$ cat src/rtl/prs_pkg.sv
package prs_pkg;
  typedef enum logic [1:0] {
    FLT_NONE = 2'd0,
    FLT_UD   = 2'd1,
    FLT_NM   = 2'd2,
    FLT_GP   = 2'd3
  } fault_e;

  typedef enum logic [2:0] {
    CT_IDLE,
    CT_FETCH,
    CT_CHECK,
    CT_WALK,
    CT_FIN
  } ctl_e;

  localparam int unsigned HDR_WORDS = 8;
  localparam int unsigned WORD_W    = 64;
  localparam int unsigned WORD_LSB  = 3;   // byte offset bits of one word
  localparam int unsigned ALIGN_W   = 6;   // 64-byte alignment
  localparam int unsigned FMT_BIT   = 63;  // compaction format flag
endpackage

$ cat src/rtl/prs_precheck.sv
module prs_precheck
  import prs_pkg::*;
(
  input  logic               feat_xsave,
  input  logic               feat_sup,
  input  logic               os_xsave_en,
  input  logic [3:0]         pfx_any,
  input  logic               task_sw,
  input  logic [1:0]         priv_lvl,
  input  logic [ALIGN_W-1:0] addr_lo,
  output fault_e             code
);
  logic ud_hit, nm_hit, gp_hit;

  assign ud_hit = !feat_xsave || !feat_sup || !os_xsave_en || (|pfx_any);
  assign nm_hit = task_sw;
  assign gp_hit = (priv_lvl != 2'd0) || (addr_lo != '0);

  always_comb begin
    if (ud_hit)      code = FLT_UD;
    else if (nm_hit) code = FLT_NM;
    else if (gp_hit) code = FLT_GP;
    else             code = FLT_NONE;
  end
endmodule

$ cat src/rtl/prs_hdr_fetch.sv
module prs_hdr_fetch
  import prs_pkg::*;
#(
  parameter int unsigned ADDR_W = 48
) (
  input  logic              clk,
  input  logic              rst_n,
  input  logic              go,
  input  logic [ADDR_W-1:0] base,
  output logic              req_valid,
  input  logic              req_ready,
  output logic [ADDR_W-1:0] req_addr,
  input  logic              rsp_valid,
  output logic              rsp_ready,
  input  logic [WORD_W-1:0] rsp_data,
  output logic [WORD_W-1:0] restore_q,
  output logic [WORD_W-1:0] compact_q,
  output logic              tail_nz_q,
  output logic              fetch_done
);
  localparam int unsigned CNT_W = $clog2(HDR_WORDS);
  localparam logic [CNT_W-1:0] LAST = CNT_W'(HDR_WORDS - 1);

  typedef enum logic [1:0] {FS_IDLE, FS_REQ, FS_RSP} fs_e;

  fs_e             fs;
  logic [CNT_W-1:0] cnt;

  assign req_valid  = (fs == FS_REQ);
  assign rsp_ready  = (fs == FS_RSP);
  assign req_addr   = base + ADDR_W'({cnt, {WORD_LSB{1'b0}}});
  assign fetch_done = (fs == FS_RSP) && rsp_valid && (cnt == LAST);

  always_ff @(posedge clk or negedge rst_n) begin
    if (!rst_n) begin
      fs        <= FS_IDLE;
      cnt       <= '0;
      restore_q <= '0;
      compact_q <= '0;
      tail_nz_q <= 1'b0;
    end else begin
      case (fs)
        FS_IDLE: if (go) begin
          fs        <= FS_REQ;
          cnt       <= '0;
          tail_nz_q <= 1'b0;
        end
        FS_REQ: if (req_ready) fs <= FS_RSP;
        FS_RSP: if (rsp_valid) begin
          case (cnt)
            CNT_W'(0): restore_q <= rsp_data;
            CNT_W'(1): compact_q <= rsp_data;
            default:   tail_nz_q <= tail_nz_q | (|rsp_data);
          endcase
          if (cnt == LAST) begin
            fs <= FS_IDLE;
          end else begin
            cnt <= cnt + 1'b1;
            fs  <= FS_REQ;
          end
        end
        default: fs <= FS_IDLE;
      endcase
    end
  end
endmodule

$ cat src/rtl/prs_hdr_rules.sv
module prs_hdr_rules
  import prs_pkg::*;
(
  input  logic [WORD_W-1:0] restore_bm,
  input  logic [WORD_W-1:0] compact_bm,
  input  logic              tail_nz,
  input  logic [WORD_W-1:0] user_en,
  output logic              gp
);
  logic fmt_bad, comp_bad, rest_bad;

  assign fmt_bad  = !compact_bm[FMT_BIT];
  assign comp_bad = |(compact_bm[FMT_BIT-1:0] & ~user_en[FMT_BIT-1:0]);
  assign rest_bad = |(restore_bm & ~compact_bm);
  assign gp       = fmt_bad || comp_bad || rest_bad || tail_nz;

  logic unused_en_top;
  assign unused_en_top = user_en[FMT_BIT];
endmodule

$ cat src/rtl/prs_comp_walk.sv
module prs_comp_walk #(
  parameter int unsigned NCOMP = 8,
  localparam int unsigned IDX_W = (NCOMP > 1) ? $clog2(NCOMP) : 1
) (
  input  logic             clk,
  input  logic             rst_n,
  input  logic             go,
  input  logic [NCOMP-1:0] rfbm,
  input  logic [NCOMP-1:0] rstor,
  output logic             load,
  output logic             init,
  output logic [IDX_W-1:0] idx,
  output logic             last
);
  logic             active;
  logic [IDX_W-1:0] idx_q;
  logic [NCOMP-1:0] ld_vec, in_vec;

  for (genvar g = 0; g < NCOMP; g++) begin : g_sel
    assign ld_vec[g] = rfbm[g] &  rstor[g];
    assign in_vec[g] = rfbm[g] & ~rstor[g];
  end

  assign idx  = idx_q;
  assign load = active && ld_vec[idx_q];
  assign init = active && in_vec[idx_q];
  assign last = active && (idx_q == IDX_W'(NCOMP - 1));

  always_ff @(posedge clk or negedge rst_n) begin
    if (!rst_n) begin
      active <= 1'b0;
      idx_q  <= '0;
    end else if (go) begin
      active <= 1'b1;
      idx_q  <= '0;
    end else if (active) begin
      if (last) active <= 1'b0;
      else      idx_q  <= idx_q + 1'b1;
    end
  end
endmodule

$ cat src/rtl/prs_restore_seq.sv
module prs_restore_seq
  import prs_pkg::*;
#(
  parameter int unsigned ADDR_W = 48,
  parameter int unsigned NCOMP  = 8,
  localparam int unsigned IDX_W = (NCOMP > 1) ? $clog2(NCOMP) : 1
) (
  input  logic              clk,
  input  logic              rst_n,
  input  logic              start,
  input  logic [63:0]       instr_mask,
  input  logic [63:0]       user_en,
  input  logic [63:0]       sup_en,
  input  logic [1:0]        priv_lvl,
  input  logic              os_xsave_en,
  input  logic              task_sw,
  input  logic              feat_xsave,
  input  logic              feat_sup,
  input  logic              pfx_lock,
  input  logic              pfx_opsz,
  input  logic              pfx_rep,
  input  logic              pfx_repne,
  input  logic [ADDR_W-1:0] area_addr,
  output logic              rd_req_valid,
  input  logic              rd_req_ready,
  output logic [ADDR_W-1:0] rd_req_addr,
  input  logic              rd_rsp_valid,
  output logic              rd_rsp_ready,
  input  logic [63:0]       rd_rsp_data,
  output logic              busy,
  output logic              done,
  output logic              fault_valid,
  output logic [1:0]        fault_code,
  output logic              comp_load,
  output logic              comp_init,
  output logic [IDX_W-1:0]  comp_idx
);
  ctl_e              st;
  fault_e            flt_q, pre_code;
  logic [NCOMP-1:0]  rfbm_q;
  logic [63:0]       user_q;
  logic [ADDR_W-1:0] base_q;
  logic [63:0]       restore_bm, compact_bm;
  logic              tail_nz, fetch_done, hdr_gp, walk_last;
  logic              accept, fetch_go, walk_go;
  logic [NCOMP-1:0]  rfbm_now;

  assign rfbm_now = (user_en[NCOMP-1:0] | sup_en[NCOMP-1:0]) & instr_mask[NCOMP-1:0];

  prs_precheck u_pre (
    .feat_xsave  (feat_xsave),
    .feat_sup    (feat_sup),
    .os_xsave_en (os_xsave_en),
    .pfx_any     ({pfx_lock, pfx_opsz, pfx_rep, pfx_repne}),
    .task_sw     (task_sw),
    .priv_lvl    (priv_lvl),
    .addr_lo     (area_addr[ALIGN_W-1:0]),
    .code        (pre_code)
  );

  assign accept   = (st == CT_IDLE) && start;
  assign fetch_go = accept && (pre_code == FLT_NONE);
  assign walk_go  = (st == CT_CHECK) && !hdr_gp;

  prs_hdr_fetch #(.ADDR_W(ADDR_W)) u_fetch (
    .clk        (clk),
    .rst_n      (rst_n),
    .go         (fetch_go),
    .base       (base_q),
    .req_valid  (rd_req_valid),
    .req_ready  (rd_req_ready),
    .req_addr   (rd_req_addr),
    .rsp_valid  (rd_rsp_valid),
    .rsp_ready  (rd_rsp_ready),
    .rsp_data   (rd_rsp_data),
    .restore_q  (restore_bm),
    .compact_q  (compact_bm),
    .tail_nz_q  (tail_nz),
    .fetch_done (fetch_done)
  );

  prs_hdr_rules u_rules (
    .restore_bm (restore_bm),
    .compact_bm (compact_bm),
    .tail_nz    (tail_nz),
    .user_en    (user_q),
    .gp         (hdr_gp)
  );

  prs_comp_walk #(.NCOMP(NCOMP)) u_walk (
    .clk   (clk),
    .rst_n (rst_n),
    .go    (walk_go),
    .rfbm  (rfbm_q),
    .rstor (restore_bm[NCOMP-1:0]),
    .load  (comp_load),
    .init  (comp_init),
    .idx   (comp_idx),
    .last  (walk_last)
  );

  always_ff @(posedge clk or negedge rst_n) begin
    if (!rst_n) begin
      st     <= CT_IDLE;
      flt_q  <= FLT_NONE;
      rfbm_q <= '0;
      user_q <= '0;
      base_q <= '0;
    end else begin
      case (st)
        CT_IDLE: if (start) begin
          rfbm_q <= rfbm_now;
          user_q <= user_en;
          base_q <= area_addr;
          flt_q  <= pre_code;
          st     <= (pre_code == FLT_NONE) ? CT_FETCH : CT_FIN;
        end
        CT_FETCH: if (fetch_done) st <= CT_CHECK;
        CT_CHECK: begin
          flt_q <= hdr_gp ? FLT_GP : FLT_NONE;
          st    <= hdr_gp ? CT_FIN : CT_WALK;
        end
        CT_WALK:  if (walk_last) st <= CT_FIN;
        CT_FIN:   st <= CT_IDLE;
        default:  st <= CT_IDLE;
      endcase
    end
  end

  assign busy        = (st != CT_IDLE);
  assign done        = (st == CT_FIN);
  assign fault_valid = done && (flt_q != FLT_NONE);
  assign fault_code  = done ? flt_q : FLT_NONE;

  logic unused_hi;
  assign unused_hi = ^{instr_mask[63:NCOMP], sup_en[63:NCOMP], accept};
endmodule

$ cat config.mk
export PLATFORM = sky130hd
export DESIGN_NAME = prs_restore_seq
export DESIGN_NICKNAME = d
export VERILOG_FILES = /design/src/rtl/prs_pkg.sv /design/src/rtl/prs_precheck.sv /design/src/rtl/prs_hdr_fetch.sv /design/src/rtl/prs_hdr_rules.sv /design/src/rtl/prs_comp_walk.sv /design/src/rtl/prs_restore_seq.sv
export SDC_FILE = /design/constraint.sdc
export NUM_CORES = 1
export LEC_CHECK = 0
export BUFFER_PORTS_ARGS = -buffer_cell sky130_fd_sc_hd__clkbuf_2
export CAP_MARGIN = 15
export CELL_PAD_IN_SITES_DETAIL_PLACEMENT = 0
export CELL_PAD_IN_SITES_GLOBAL_PLACEMENT = 2
export CORE_MARGIN = 1.5
export CORE_UTILIZATION = 31
export CTS_CLUSTER_DIAMETER = 50
export DETAILED_ROUTE_END_ITERATION = 16
export PLACE_DENSITY = 0.85
export SLEW_MARGIN = 30
export SYNTH_ARGS = -nofsm -noshare
export SYNTH_HDL_FRONTEND = slang
export SYNTH_SLANG_ARGS = --single-unit
$ cat constraint.sdc
create_clock -name clk -period 2.65 [get_ports clk]
set_clock_uncertainty 0.05 [all_clocks]
set_input_delay 0.1325 -clock clk [delete_from_list [all_inputs] [get_ports clk]]
set_output_delay 0.1325 -clock clk [all_outputs]
set_load 0.01 [all_outputs]
==> metrics.txt <==
# TYPE chip_impl_metric gauge
chip_impl_metric{name="clkSinkCount",unit=""} 262
chip_impl_metric{name="fp.dieH",unit="µm"} 201.8
chip_impl_metric{name="post-layout-total-power",unit="mW"} 10.92
chip_impl_metric{name="wl_per_cell",unit="µm"} 18.11
chip_impl_info{name="worst_r2r_startpoint",value="u_fetch.compact_q[14]$_DFFE_PN0P_"} 1
chip_impl_metric{name="clk_transition_reported_paths",unit="ps"} 50
chip_impl_metric{name="report.final.hold_viol_count",unit=""} 0
chip_impl_metric{name="routed_wl",unit="µm"} 40770
chip_impl_metric{name="worst_ep_required_time",unit="ps"} 2470
chip_impl_metric{name="die_x",unit="µm"} 201.8
chip_impl_info{name="hold_crit_class",value="input pin to flip-flop"} 1
chip_impl_metric{name="critical_path.max_stage_delay",unit="ps"} 360
chip_impl_metric{name="number_of_standard_cell_rows_in_the_floorplan",unit=""} 72
chip_impl_metric{name="layout-area-overhead-vs-synth",unit="%"} 46.98
chip_impl_metric{name="cts_htree_levels",unit=""} 2
chip_impl_metric{name="timing.final.setup_violations",unit=""} 33
chip_impl_info{name="grt_setup_unrepaired",value="true"} 1
chip_impl_metric{name="worst-endpoint-arrival",unit="ps"} 2720
chip_impl_info{name="worst_hold_startpoint",value="sup_en[3]"} 1
chip_impl_metric{name="cap_violations",unit=""} 0
chip_impl_metric{name="grt_overflow_total",unit=""} 0
chip_impl_info{name="crit_family",value="adder cells"} 1
chip_impl_metric{name="crit_share_post_route",unit="%"} 109.7
chip_impl_metric{name="post_route_cells_drive_above_1_share",unit="%"} 31.79
chip_impl_metric{name="final_design_area_no_fill",unit="mm²"} 0.01800
chip_impl_info{name="endpoint_kind",value="output port"} 1
chip_impl_metric{name="vias_per_cell",unit=""} 4.695
chip_impl_metric{name="clkLatencyLatePin",unit="ps"} 550
chip_impl_metric{name="synth_enable_flop_cells",unit=""} 0
chip_impl_info{name="crit_chain",value="ha_2 -> inv_2 -> fa_2 -> nor2b_4 -> o21bai_4 -> nor4_4 -> buf_4 -> buf_6 -> nand4_1 -> xnor2_1 -> buf_2"} 1
chip_impl_metric{name="clock.fmax",unit="GHz"} 0.3441
chip_impl_metric{name="first_global_vias",unit=""} 10870
chip_impl_metric{name="transition_at_the_pin_with_the_smallest_max_transition_slack",unit="ps"} 705.2
chip_impl_metric{name="detail_route.first_pass.iterations",unit=""} 6
chip_impl_info{name="clock-root-buffer",value="sky130_fd_sc_hd__clkbuf_16"} 1
chip_impl_metric{name="antenna_found_initial",unit=""} 0
chip_impl_metric{name="post_synth_inst_count",unit=""} 1214
chip_impl_metric{name="critPathBufInv",unit=""} 4
chip_impl_metric{name="slew_headroom",unit="%"} 52.55
chip_impl_metric{name="grt_usage",unit="%"} 19.99
chip_impl_metric{name="postPlaceCellArea",unit="mm²"} 0.01429
chip_impl_metric{name="synth_seq_area_share",unit="%"} 53.53
chip_impl_info{name="outcome",value="complete, but fails checks"} 1
chip_impl_metric{name="wire_length_of_the_first_global_routing_pass",unit="µm"} 62560
chip_impl_metric{name="gp_routability_congestion",unit=""} 0.8714
chip_impl_info{name="failed_checks",value="negative setup slack"} 1
chip_impl_metric{name="syn_nets",unit=""} 1543
chip_impl_metric{name="count_of_pins_on_the_block_boundary",unit=""} 379
chip_impl_metric{name="share_of_async_settable_or_async_resettable_flops_after_synthesis",unit="%"} 100.0
chip_impl_info{name="critPathKind",value="flip-flop to output port"} 1
chip_impl_metric{name="clock_path_buffers",unit=""} 3
chip_impl_metric{name="vias",unit=""} 10570
chip_impl_metric{name="initial_core_util",unit="%"} 31.54
chip_impl_metric{name="critical_path_peak_fanout",unit=""} 5
chip_impl_metric{name="final.setup.worst_slack",unit="ps"} -255.9
chip_impl_metric{name="p_leak",unit="nW"} 9.064
chip_impl_metric{name="dieArea",unit="mm²"} 0.04071
chip_impl_metric{name="max_slew_violation_count",unit=""} 0
chip_impl_metric{name="grt_max_degree",unit=""} 74
chip_impl_metric{name="drc",unit=""} 0
chip_impl_metric{name="postSynthRegisterBits",unit=""} 262
chip_impl_metric{name="power_per_cell_area",unit="mW/mm²"} 606.4
chip_impl_info{name="synth_ff_type",value="sky130_fd_sc_hd__dfrtp_1"} 1
chip_impl_metric{name="fillers",unit=""} 3717
chip_impl_metric{name="synth_warnings",unit=""} 0
chip_impl_metric{name="portBuffers",unit=""} 265
chip_impl_info{name="cp-startpoint",value="base_q[3]$_DFFE_PN0P_"} 1
chip_impl_info{name="tritoncts",value="done"} 1
chip_impl_metric{name="synthesis.area",unit="mm²"} 0.01225
chip_impl_metric{name="antenna_violating_nets_post_route",unit=""} 0
chip_impl_metric{name="drt_first_iter_violations",unit=""} 551
chip_impl_metric{name="detailed_place_hpwl",unit="µm"} 29400
chip_impl_info{name="critical-path-slowest-cell",value="sky130_fd_sc_hd__fa_2"} 1
chip_impl_metric{name="post_synth.cell_area_avg",unit="µm²"} 10.09
chip_impl_metric{name="cts-buffers-inserted",unit=""} 39
chip_impl_metric{name="vdd_drop_max",unit="mV"} 0.3823
chip_impl_metric{name="period_needed",unit="ps"} 2906
chip_impl_metric{name="fin_nets",unit=""} 2035
chip_impl_metric{name="ys_types",unit=""} 52
chip_impl_info{name="cp-start-kind",value="flip-flop"} 1
chip_impl_metric{name="hold_ws",unit="ps"} 18.03
chip_impl_metric{name="core",unit="mm²"} 0.03883
==> power breakdown <==
group          leakage (nW)  internal (mW)  switching, mW
Combinational          4.97          0.592          0.622
Sequential             3.46           4.25          0.234
Clock                 0.632           3.28           1.94
Total                  9.06           8.12           2.80
==> routing by layer <==
metal	global-route usage, %	part of all wire, %
met5	0	0
met2	33.82	48
met3	3.193	4.5
met4	5.570	2.5
met1	26.50	45
==> Yosys cell counts, types with 17 or more instances <==
cell | number | area share [%]
sky130_fd_sc_hd__nand2_1 | 353 | 11
sky130_fd_sc_hd__clkbuf_1 | 43 | 1.3
sky130_fd_sc_hd__nand3_1 | 23 | 0.94
sky130_fd_sc_hd__nand4_1 | 17 | 0.87
sky130_fd_sc_hd__nor4_1 | 31 | 1.6
sky130_fd_sc_hd__nand2b_1 | 40 | 2.0
sky130_fd_sc_hd__o21ai_0 | 33 | 1.3
sky130_fd_sc_hd__nor2_1 | 29 | 0.89
sky130_fd_sc_hd__xnor2_1 | 34 | 2.4
sky130_fd_sc_hd__nor2b_1 | 23 | 1.2
sky130_fd_sc_hd__inv_1 | 61 | 1.9
sky130_fd_sc_hd__dfrtp_1 | 262 | 54
sky130_fd_sc_hd__mux2_2 | 128 | 12
==> cell families after synthesis <==
group / Yosys count / synth area share, %
AND/OR/NAND/NOR: 558 / 20.94
flip-flops: 262 / 53.53
multiplexers: 132 / 12.30
buffers and inverters: 111 / 3.555
AO/OA/AOI/OAI: 97 / 5.445
XOR/XNOR: 44 / 3.146
adder cells (fa/ha/maj): 10 / 1.083
==> worst register-to-register path, stage by stage, from the launching register on <==
cell                       delay, ps
sky130_fd_sc_hd__dfrtp_1         390
sky130_fd_sc_hd__nor2b_1         150
sky130_fd_sc_hd__a2111o_1        440
sky130_fd_sc_hd__nor4_1          250
sky130_fd_sc_hd__nand4_1         260
sky130_fd_sc_hd__nor3_1          370
sky130_fd_sc_hd__a41oi_1         170
==> sequential cells by signal (all words and copies together) (netlist names) <==
name,cells
u_fetch.tail_nz_q,1
u_fetch.fs,2
u_walk.idx,3
flt_q,2
user_q,63
st,3
u_walk.active,1
base_q,48
rfbm_q,8
u_fetch.restore_q,64
u_fetch.cnt,3
u_fetch.compact_q,64
==> cell usage in the layout, fill, tap and decap left out, types with 7 or more instances in the layout <==
master	Yosys	final
sky130_fd_sc_hd__xnor2_1	34	25
sky130_fd_sc_hd__nor2_1	29	21
sky130_fd_sc_hd__nor4_1	31	31
sky130_fd_sc_hd__nor2b_1	23	22
sky130_fd_sc_hd__nand3_1	23	17
sky130_fd_sc_hd__nand2_1	353	348
sky130_fd_sc_hd__ha_1	9	8
sky130_fd_sc_hd__dlygate4sd3_1	0	194
sky130_fd_sc_hd__buf_4	3	22
sky130_fd_sc_hd__xnor2_2	0	9
sky130_fd_sc_hd__buf_2	0	29
sky130_fd_sc_hd__buf_6	1	13
sky130_fd_sc_hd__dfrtp_1	262	262
sky130_fd_sc_hd__clkbuf_16	0	39
sky130_fd_sc_hd__nor2_4	0	7
sky130_fd_sc_hd__o22ai_1	15	15
sky130_fd_sc_hd__nand2b_1	40	40
sky130_fd_sc_hd__and3_1	10	8
sky130_fd_sc_hd__nand4_1	17	17
sky130_fd_sc_hd__mux2_2	128	128
sky130_fd_sc_hd__xor2_1	10	9
sky130_fd_sc_hd__o21ai_0	33	33
sky130_fd_sc_hd__o2111ai_1	12	12
sky130_fd_sc_hd__clkbuf_2	0	235
sky130_fd_sc_hd__inv_1	61	60
sky130_fd_sc_hd__buf_12	0	7
==> metrics by stage <==
| step | cells | utilization (%) | setup WS (ps) | setup TNS [ps] |
|---|---|---|---|---|
| 2_1_floorplan | 1214 | - | 206.1 | 0 |
| 3_3_place_gp | 1969 | 36.81 | 170.9 | 0 |
| 3_5_place_dp | 1969 | 36.81 | 127.2 | 0 |
| 4_1_cts | 2242 | 45.79 | -321.8 | -6071 |
| 5_1_grt | 2251 | 46.36 | -403.1 | -8933 |
| 6_report | 2252 | 46.37 | -255.9 | -4556 |
==> final timing paths <==
path	to	slack [ps]	cells after the start
max	rd_req_addr[39]	-260	11
min	rfbm_q[3]$_DFFE_PN0P_	20	3
max reg2reg	st[2]$_DFFE_PN0P_	410	6
min reg2reg	user_q[23]$_DFFE_PN0P_	420	2
max in group asynchronous	u_fetch.restore_q[52]$_DFFE_PN0P_	1590	3
min in group asynchronous	u_fetch.restore_q[7]$_DFFE_PN0P_	140	2
==> layout make-up <==
type                            count  area [µm²]  share of cell area, %
Antenna cell                        1       2.502                0.01390
Clock buffer                       51        1081                  6.005
Clock inverter                     17       239.0                  1.327
Inverter                           61       229.0                  1.272
Multi-Input combinational cell    841        5517                  30.64
Sequential cell                   262        6556                  36.42
Tap cell                          518       648.1                  3.600
Timing Repair Buffer              501        3730                  20.72
==> repair_timing <==
| item | in CTS | in global routing |
|---|---|---|
| buffers inserted | 9 | 14 |
| pin swaps | 11 | 24 |
| setup endpoints to repair | 32 | 33 |
| hold buffers | 194 | 0 |
| gates cloned | 2 | 0 |
| gates resized for setup | 27 | 67 |
| hold endpoints to repair | 319 | 0 |
(Power assumes the default switching activity.)
